**config.mk**
```make
export PLATFORM = sky130hd
export DESIGN_NAME = diag_done_combiner
export DESIGN_NICKNAME = d
export VERILOG_FILES = /design/src/rtl/diag_pkg.sv /design/src/rtl/diag_dev_slot.sv /design/src/rtl/diag_irq_ctrl.sv /design/src/rtl/diag_done_combiner.sv
export SDC_FILE = /design/constraint.sdc
export NUM_CORES = 1
export LEC_CHECK = 0
export ABC_AREA = 1
export BUFFER_PORTS_ARGS = -buffer_cell sky130_fd_sc_hd__buf_2
export CORE_AREA = 2 2 39 41
export CTS_BUF_LIST = sky130_fd_sc_hd__clkbuf_16
export DETAILED_ROUTE_END_ITERATION = 16
export DIE_AREA = 0 0 41 43
export GPL_ROUTABILITY_DRIVEN = 1
export PLACE_DENSITY = 0.39
export SYNTH_ARGS = -nofsm -noshare
export SYNTH_HDL_FRONTEND = slang
export SYNTH_SLANG_ARGS = --single-unit
```
**constraint.sdc**
```tcl
create_clock -name clk -period 1.2 [get_ports clk]
set_input_delay 0.18 -clock clk [delete_from_list [all_inputs] [get_ports clk]]
set_output_delay 0.18 -clock clk [all_outputs]
set_load 0.01 [all_outputs]
```
**src/rtl/diag_pkg.sv**
```systemverilog
package diag_pkg;

    localparam int DEV_COUNT  = 2;
    localparam int MASTER_IDX = 0;
    localparam int SLAVE_IDX  = 1;

    typedef logic [DEV_COUNT-1:0] dev_mask_t;

    typedef struct packed {
        logic busy;
        logic intr;
    } diag_status_t;

    function automatic logic any_pending(input dev_mask_t m);
        return |m;
    endfunction

endpackage

```
**src/rtl/diag_dev_slot.sv**
```systemverilog
module diag_dev_slot (
    input  logic clk,
    input  logic rst,
    input  logic start_accept,
    input  logic done_pulse,
    output logic pending_q,
    output logic pending_d
);

    always_comb begin
        pending_d = pending_q;
        if (start_accept)
            pending_d = 1'b1;
        else if (done_pulse && pending_q)
            pending_d = 1'b0;
    end

    always_ff @(posedge clk) begin
        if (rst)
            pending_q <= 1'b0;
        else
            pending_q <= pending_d;
    end

    AST_DONE_CLEARS: assert property (@(posedge clk) disable iff (rst)
        (done_pulse && pending_q && !start_accept) |=> !pending_q);

    AST_IDLE_DONE_IGNORED: assert property (@(posedge clk) disable iff (rst)
        (!pending_q && !start_accept) |=> !pending_q);

endmodule

```
**src/rtl/diag_irq_ctrl.sv**
```systemverilog
module diag_irq_ctrl
    import diag_pkg::*;
(
    input  logic         clk,
    input  logic         rst,
    input  dev_mask_t    pend_next,
    input  logic         master_accept,
    input  logic         slave_accept,
    input  logic         status_rd,
    output diag_status_t stat_q
);

    diag_status_t stat_d;

    always_comb begin
        stat_d.busy = any_pending(pend_next);
        stat_d.intr = stat_q.intr;
        if (master_accept)
            stat_d.intr = 1'b1;
        else if (status_rd)
            stat_d.intr = 1'b0;
    end

    always_ff @(posedge clk) begin
        if (rst)
            stat_q <= '0;
        else
            stat_q <= stat_d;
    end

    AST_INTR_FROM_MASTER: assert property (@(posedge clk) disable iff (rst)
        $rose(stat_q.intr) |-> $past(master_accept));

    AST_INTR_HOLD: assert property (@(posedge clk) disable iff (rst)
        (stat_q.intr && !status_rd) |=> stat_q.intr);

    AST_READ_CLEARS: assert property (@(posedge clk) disable iff (rst)
        (status_rd && !master_accept) |=> !stat_q.intr);

    AST_SLAVE_NO_IRQ: assert property (@(posedge clk) disable iff (rst)
        (slave_accept && !master_accept && !stat_q.intr) |=> !stat_q.intr);

endmodule

```
**src/rtl/diag_done_combiner.sv**
```systemverilog
module diag_done_combiner
    import diag_pkg::*;
(
    input  logic                 clk,
    input  logic                 rst,
    input  logic                 diag_start,
    input  logic [DEV_COUNT-1:0] dev_done,
    input  logic                 status_rd,
    output logic                 busy,
    output logic                 intr,
    output logic [DEV_COUNT-1:0] pending
);

    dev_mask_t    pend_q;
    dev_mask_t    pend_d;
    diag_status_t stat;
    logic         start_accept;

    assign start_accept = diag_start && !stat.busy;

    for (genvar g = 0; g < DEV_COUNT; g++) begin : g_slot
        diag_dev_slot u_slot (
            .clk          (clk),
            .rst          (rst),
            .start_accept (start_accept),
            .done_pulse   (dev_done[g]),
            .pending_q    (pend_q[g]),
            .pending_d    (pend_d[g])
        );
    end

    diag_irq_ctrl u_irq (
        .clk           (clk),
        .rst           (rst),
        .pend_next     (pend_d),
        .master_accept (dev_done[MASTER_IDX] && pend_q[MASTER_IDX]),
        .slave_accept  (dev_done[SLAVE_IDX] && pend_q[SLAVE_IDX]),
        .status_rd     (status_rd),
        .stat_q        (stat)
    );

    assign busy    = stat.busy;
    assign intr    = stat.intr;
    assign pending = pend_q;

    AST_RESET_CLEAR: assert property (@(posedge clk)
        rst |=> (!busy && !intr && pending == '0));

    AST_START_SETS: assert property (@(posedge clk) disable iff (rst)
        (diag_start && !busy) |=> (busy && pending == '1));

    AST_NO_RESTART: assert property (@(posedge clk) disable iff (rst)
        busy |=> ((pending & ~$past(pending)) == '0));

    AST_BUSY_MATCH: assert property (@(posedge clk) disable iff (rst)
        busy == (pending != '0));

endmodule

```
==> results.yml, run 1 <==
global_route:
  grt_pass1_wl_um: 476
  antenna_found_initial: 0
  gr-total-overflow: 0
  grt_pass1_vias: 139
  grt_use_total: 0.05020
  grt_max_degree: 4
sta:
  worst_slew_pin_slew_ns: 0.1091
  finalSetupViolCount: 0
  skew_ns: 0.0009772
  fmaxAchievable_ghz: 1.156
  slew_viol_final: 0
  setup-tns-final_ns: 0
  finalCriticalPeriod_ns: 0.8653
  period_share: 0.7211
  rsz0062_at_grt: "false"
  relSlewSlack: 0.9273
  hold_viol: 0
worst_setup_path:
  r2r_cells: 5
  worstSetupStartpoint: "g_slot[0].u_slot.pending_q"
  rrSetupSlack_ns: 0.52
  arrival_ns: 0.69
  r2r-end: "u_irq.stat_q[1]"
  critPathCaptureType: "primary output"
  cp_slowest_cell: "dfxtp_1"
  worstSetupStartpointType: "flip-flop"
  slowest_delay_ns: 0.33
  crit_family: "flip-flops"
  critPathKind: "reg2out"
  crit_required_ns: 1.02
  cp_cell_sequence: "buf_2"
  cp.buffers_inverters: 1
  r2r_start: "u_irq.stat_q[1]"
  crit_fanout: 3
synthesis:
  synth_nets: 30
  syn-cell-area_um2: 168.9
  yosys_warnings: 0
  ys_ff_latch: 4
  synth.avg_cell_area_um2: 7.038
  yosysSeqAreaShare: 0.4741
  syn_inst: 24
  ys_types: 6
floorplan:
  design.die.area_mm2: 0.001763
  rows: 14
  die_h_um: 43
  start_util: 0.1221
  die_x_um: 41
  ioPinCount: 10
  core_mm2: 0.001384
clock_tree:
  root_buffer: "clkbuf_16"
  cts_made_buffers: 3
  htree_levels: 1
  cts_resized: 0
  clock_sink_count: 4
  insertion_delay_ns: 0.22
  cts_tree: "done"
  clock_path_buffers: 2
  hold_buffers: 0
  cts_setup_buffers: 0
  clkTransAtPathRegs_ns: 0.03
outcome:
  status: "completed"
final_layout:
  layout.nets: 42
  num_antenna_cells: 0
  finalInstanceArea_um2: 294.0
  layout_common_cells: "9 x buf_2, 8 x nand2_1, 7 x inv_1"
  final_common_cell: "buf_2"
  final_cells: 50
  layout-drive-gt1-share: 0.4118
  synthToLayoutAreaGrowth_pct: 74.07
hold_path:
  holdCritPathClass: "in2reg"
  hold_depth: 2
  hold_path_end: "u_irq.stat_q[0]"
  hp-start: "rst"
routing:
  drt_wl_total_um: 303
  ant_nets: 0
  drc: 0
  vias: 159
  first_pass_iters: 2
  avgViaCountPerCell: 3.180
  wire_per_inst_um: 6.060
  drt_iter0_drc: 1
place:
  place_inst: 47
  placed_cell_area_um2: 219.0
  place_congestion: 0.5857
  dp_hpwl_um: 255.5
  io_buffers: 9
power:
  power_density_mw_per_mm2: 2437
  vdd_ir_drop_max_v: 0.0005984
  p_leak_nw: 0.1780
flow_run:
  drv_cap: 0
-- through the flow --
step                      worst slack, ns  utilization  hold WS (ns)  total power [mW]
after global routing               0.2804       0.2125        0.1396            0.7498
after detailed placement           0.5179       0.1582        0.3677            0.2036
after CTS                          0.3259       0.2125        0.1345            0.7282
after floorplan                    0.4783            -        0.2491            0.1873
final                              0.3347       0.2125        0.1328            0.7165
after global placement             0.5280       0.1582        0.3642            0.2035
-- logic make-up after synthesis --
kind of cell    Yosys count  synth area share
buf+inv                   9            0.2444
compound gates            1           0.02960
simple gates             10            0.2518
flops                     4            0.4741
-- state kept, by name (all words and copies together) (netlist names) --
name / cells
g_slot.u_slot.pending_q: 2
u_irq.stat_q: 2
-- synth_stat cells --
master,n,area [um2]
inv_1,7,26.28
buf_4,2,15.01
a21oi_1,1,5.000
nand2_1,8,30.03
nand2_2,2,12.51
dfxtp_1,4,80.08
-- worst max path at each step --
stage / cells past startpoint / to / slack, ns
floorplan: 5 / u_irq.stat_q[1] / 0.48
global placement: 5 / u_irq.stat_q[1] / 0.53
detailed placement: 5 / u_irq.stat_q[1] / 0.52
CTS: 1 / pending[0] / 0.33
global route: 1 / pending[0] / 0.28
finish: 1 / pending[0] / 0.33
-- power breakdown --
group	internal, mW	switching (mW)	total (mW)
clock	0.425	0.0909	0.516
sequential	0.146	0.00514	0.151
combinational	0.0222	0.0270	0.0493
total	0.593	0.123	0.717
-- worst register-to-register path, delay by kind of cell, from the launching register on --
kind / cells / cell delay (ns)
flops: 1 / 0.31
buf+inv: 1 / 0.05
simple gates: 4 / 0.22
-- final cells by class --
cell class	count	area [um2]
clock buffer	3	75.07
inverter	7	26.28
sequential	4	80.08
multi-input combinational	11	47.55
timing repair buffer	9	45.04
tap	16	20.02
fill	162	1090
-- per-layer routing --
metal / global-route usage / part of all wire / vias up / wire, um
met1: 0.03215 / 0.31 / 67 / 95
met5: 0 / 0 / - / 0
met3: 0.06283 / 0.10 / 2 / 31
met4: 0.06000 / 0.056 / 0 / 17
met2: 0.05938 / 0.53 / 5 / 160
li1: - / - / 85 / -
Note: power is estimated with default switching activity, not from simulation.
==> inputs of run 2 (changes only) <==
Settings changed: ABC_AREA 1 to 0, PLACE_DENSITY 0.39 to 0.38.
Clock period 1.2 ns to 0.8 ns, I/O delays scaled along.
==> results.yml, run 2 <==
outcome:
  status: "completed"
global_route:
  grt_use_total: 0.05110
  antenna_found_initial: 0
  grt_max_degree: 5
  grt_pass1_vias: 113
  grt_pass1_wl_um: 427
  gr-total-overflow: 0
routing:
  avgViaCountPerCell: 3.293
  drc: 0
  drt_wl_total_um: 323
  drt_iter0_drc: 0
  first_pass_iters: 1
  vias: 135
  ant_nets: 0
  wire_per_inst_um: 7.878
floorplan:
  core_mm2: 0.001384
  start_util: 0.1049
  die_h_um: 43
  design.die.area_mm2: 0.001763
  ioPinCount: 10
  rows: 14
  die_x_um: 41
sta:
  finalSetupViolCount: 0
  rsz0062_at_grt: "false"
  setup-tns-final_ns: 0
  setup_ws_ns: 0.01988
  period_share: 0.9752
  fmaxAchievable_ghz: 1.282
  relSlewSlack: 0.9251
  skew_ns: 0.0002067
  slew_viol_final: 0
  holdWs_ns: 0.09066
  finalCriticalPeriod_ns: 0.7801
  worst_slew_pin_slew_ns: 0.1119
  hold_viol: 0
synthesis:
  synthTopCellsByCount: "4 x dfxtp_1, 4 x nand2b_1, 3 x a21oi_1"
  ys.flop_type: "dfxtp_1"
  syn-cell-area_um2: 145.1
  syn_inst: 15
  yosys_warnings: 0
  synth_edf_count: 0
  ys_ff_latch: 4
  synth_top_area_frac: 0.5517
  ys_types: 6
  ys_async_sr_fraction: 0
  yosysSeqAreaShare: 0.5517
  synth.avg_cell_area_um2: 9.676
  synth_area_leaders: "dfxtp_1 55%, nand2b_1 17%, a21oi_1 10%, buf_4 10%, a31oi_1 4.3%"
  synth_top_cell_by_area: "dfxtp_1"
  synth_nets: 21
clock_tree:
  clkTransAtPathRegs_ns: 0.03
  cts_setup_buffers: 0
  insertion_delay_ns: 0.22
  htree_levels: 1
  clock_path_buffers: 2
  root_buffer: "clkbuf_16"
  clock_sink_count: 4
  cts_tree: "done"
  cts_made_buffers: 3
worst_setup_path:
  cp_slowest_cell: "dfxtp_2"
  cp.buffers_inverters: 1
  critPathKind: "reg2out"
  worstSetupStartpointType: "flip-flop"
  crit_fanout: 3
  critPathCaptureType: "primary output"
  crit_family: "flip-flops"
  crit_required_ns: 0.68
  cp_cell_sequence: "buf_6"
  slowest_delay_ns: 0.33
  arrival_ns: 0.66
flow_run:
  drv_cap: 0
final_layout:
  regArea_um2: 85.08
  synthToLayoutAreaGrowth_pct: 98.28
  nFillCells: 151
  layout_common_cells: "7 x buf_2, 4 x nand2b_1, 4 x dfxtp_2"
  num_antenna_cells: 0
  final_common_cell: "buf_2"
  layout-drive-gt1-share: 0.6400
  largest_registers: "g_slot.u_slot.pending_q x2, u_irq.stat_q x2"
  multi_input_area_um2: 50.05
  layout.nets: 33
place:
  place_congestion: 0.5859
  post-place-ws_ns: 0.1290
  dp_hpwl_um: 225.8
  io_buffers: 9
power:
  vdd_ir_drop_max_v: 0.0005330
  p_leak_nw: 0.1270
  power_density_mw_per_mm2: 3701
hold_path:
  holdCritPathClass: "in2reg"
run 2: cell count changes in the layout (fill, tap and decap cells not counted):
cell	delta
dfxtp_2	+4
buf_6	+2
buf_2	-2
inv_1	-7
a31oi_1	+1
nand2_1	-7
nand2b_1	+4
a21oi_1	+2
dfxtp_1	-4
nand2_2	-2
run 2: cell type report:
class,count,area share
Timing Repair Buffer,9,0.2000
Tap cell,16,0.06957
Clock buffer,3,0.2609
Sequential cell,4,0.2957
Multi-Input combinational cell,9,0.1739
run 2: logic make-up after synthesis:
| group | count (synthesis) | share of synthesized area |
|---|---|---|
| flip-flops | 4 | 0.5517 |
| buffers and inverters | 2 | 0.1034 |
| AO/OA/AOI/OAI | 4 | 0.1465 |
| AND/OR/NAND/NOR | 5 | 0.1982 |
run 2: final timing paths:
kind | slack, ns | startpoint | cells past startpoint | end
min reg2reg | 0.47 | g_slot[0].u_slot.pending_q | 2 | u_irq.stat_q[0]
min | 0.09 | rst | 2 | u_irq.stat_q[1]
max reg2reg | 0.12 | u_irq.stat_q[1] | 2 | g_slot[1].u_slot.pending_q
max | 0.02 | g_slot[0].u_slot.pending_q | 1 | pending[0]
run 2: repair_timing:
item / in CTS / in global routing
hold buffers: 0 / 0
resized for setup: 1 / 5
endpoints found under the setup margin: 1 / 4
run 2: stage by stage:
stage / util / power [mW] / instances / area (um2)
floorplan: - / 0.2591 / 15 / 145.1
global placement: 0.1410 / 0.2785 / 38 / 195.2
detailed placement: 0.1410 / 0.2788 / 38 / 195.2
CTS: 0.1962 / 1.067 / 41 / 271.5
global route: 0.2080 / 1.103 / 41 / 287.8
finish: 0.2080 / 1.065 / 41 / 287.8
run 2: per-layer routing:
layer | vias to the layer above | global-route usage | wire (um)
met1 | 53 | 0.03834 | 114
met4 | 0 | 0.1200 | 42
met3 | 5 | 0.03141 | 39
met2 | 9 | 0.04688 | 127
li1 | 68 | - | -
met5 | - | 0 | 0
run 2: where the power goes:
part / total, mW / internal (mW) / switching (mW)
registers: 0.226 / 0.218 / 0.00818
logic: 0.0599 / 0.0345 / 0.0254
clock network: 0.779 / 0.638 / 0.140
total: 1.07 / 0.891 / 0.174
==> inputs of run 3 (changes only) <==
Clock period 0.8 ns to 1 ns, I/O delays scaled along.
==> results.yml, run 3 (synthesis results as in run 2) <==
outcome:
  status: "completed"
hold_path:
  hp-start: "rst"
  holdCritPathClass: "in2reg"
  hold_depth: 2
  hold_path_end: "g_slot[0].u_slot.pending_q"
sta:
  slew_viol_final: 0
  relSlewSlack: 0.9141
  hold_viol: 0
  rsz0062_at_grt: "false"
  period_share: 0.8551
  setup_ws_ns: 0.1449
  skew_ns: 0.0001822
  fmaxAchievable_ghz: 1.170
  setup-tns-final_ns: 0
  worst_slew_pin_slew_ns: 0.1282
  finalSetupViolCount: 0
  holdWs_ns: 0.1278
  finalCriticalPeriod_ns: 0.8551
global_route:
  grt_pass1_vias: 143
  grt_use_total: 0.04614
  gr-total-overflow: 0
  grt_pass1_wl_um: 476
  antenna_found_initial: 0
  grt_max_degree: 5
routing:
  drt_iter0_drc: 2
  drt_wl_total_um: 311
  drc: 0
  avgViaCountPerCell: 3.244
  first_pass_iters: 2
  ant_nets: 0
  wire_per_inst_um: 7.585
  vias: 133
power:
  p_leak_nw: 0.1237
  power_density_mw_per_mm2: 3103
  vdd_ir_drop_max_v: 0.0004358
worst_setup_path:
  critPathKind: "reg2out"
  worstSetupStartpoint: "g_slot[0].u_slot.pending_q"
  crit_family: "flip-flops"
  cp.buffers_inverters: 1
  critPathCaptureType: "primary output"
  slowest_delay_ns: 0.34
  worstSetupStartpointType: "flip-flop"
  r2r_start: "u_irq.stat_q[1]"
  r2r_cells: 2
  arrival_ns: 0.71
  rrSetupSlack_ns: 0.33
  crit_required_ns: 0.85
  crit_fanout: 3
  cp_cell_sequence: "buf_2"
  r2r-end: "u_irq.stat_q[1]"
  cp_slowest_cell: "dfxtp_1"
clock_tree:
  clkTransAtPathRegs_ns: 0.03
  htree_levels: 1
  cts_made_buffers: 3
  cts_tree: "done"
  clock_path_buffers: 2
  root_buffer: "clkbuf_16"
  hold_buffers: 0
  clock_sink_count: 4
  cts_setup_buffers: 0
  insertion_delay_ns: 0.22
  cts_resized: 0
place:
  place_congestion: 0.5954
  io_buffers: 9
  post-place-ws_ns: 0.3213
  dp_hpwl_um: 219.4
final_layout:
  layout_common_cells: "9 x buf_2, 4 x nand2b_1, 4 x dfxtp_1"
  layout.nets: 33
  utilization: 0.1953
  largest_registers: "g_slot.u_slot.pending_q x2, u_irq.stat_q x2"
  num_antenna_cells: 0
  synthToLayoutAreaGrowth_pct: 86.21
  nFillCells: 155
  layout-drive-gt1-share: 0.4800
  final_common_cell: "buf_2"
floorplan:
  design.die.area_mm2: 0.001763
  die_x_um: 41
  rows: 14
  die_h_um: 43
  ioPinCount: 10
  core_mm2: 0.001384
  start_util: 0.1049
flow_run:
  drv_cap: 0
-- run 3: how the worst max path moves through the flow --
stage / to / slack [ns] / depth (start not counted)
floorplan: u_irq.stat_q[1] / 0.32 / 2
global placement: u_irq.stat_q[1] / 0.36 / 2
detailed placement: u_irq.stat_q[1] / 0.32 / 2
CTS: pending[0] / 0.14 / 1
global route: pending[0] / 0.11 / 1
finish: pending[0] / 0.14 / 1
-- run 3: worst reg2reg max path, stage by stage (launching register included) --
cell and delay (ns):
dfxtp_1 0.29, nand2b_1 0.17, a31oi_1 0.14
-- run 3: layer usage --
layer / track usage / vias up / wire length [um]
met2: 0.06250 / 4 / 170
met1: 0.03526 / 60 / 121
met4: 0.08000 / 0 / 0
li1: - / 69 / -
met5: 0 / - / 0
met3: 0.01571 / 0 / 19
-- run 3: layout make-up --
| type | count | area (um2) | area share |
|---|---|---|---|
| tap | 16 | 20.02 | 0.07407 |
| sequential | 4 | 80.08 | 0.2963 |
| multi-input combinational | 9 | 50.05 | 0.1852 |
| timing repair buffer | 9 | 45.04 | 0.1667 |
| clock buffer | 3 | 75.07 | 0.2778 |
-- run 3: stage by stage --
stage          cells  power (mW)  cell area (um2)
2_1_floorplan     15      0.2073            145.1
3_3_place_gp      38      0.2227            195.2
3_5_place_dp      38      0.2232            195.2
4_1_cts           41      0.8519            270.3
5_1_grt           41      0.8723            270.3
6_report          41      0.8386            270.3
-- run 3: power breakdown --
group | leakage, nW | switching [mW] | internal [mW]
Sequential | 0.0331 | 0.00537 | 0.172
Combinational | 0.0536 | 0.0206 | 0.0224
Clock | 0.0370 | 0.108 | 0.510
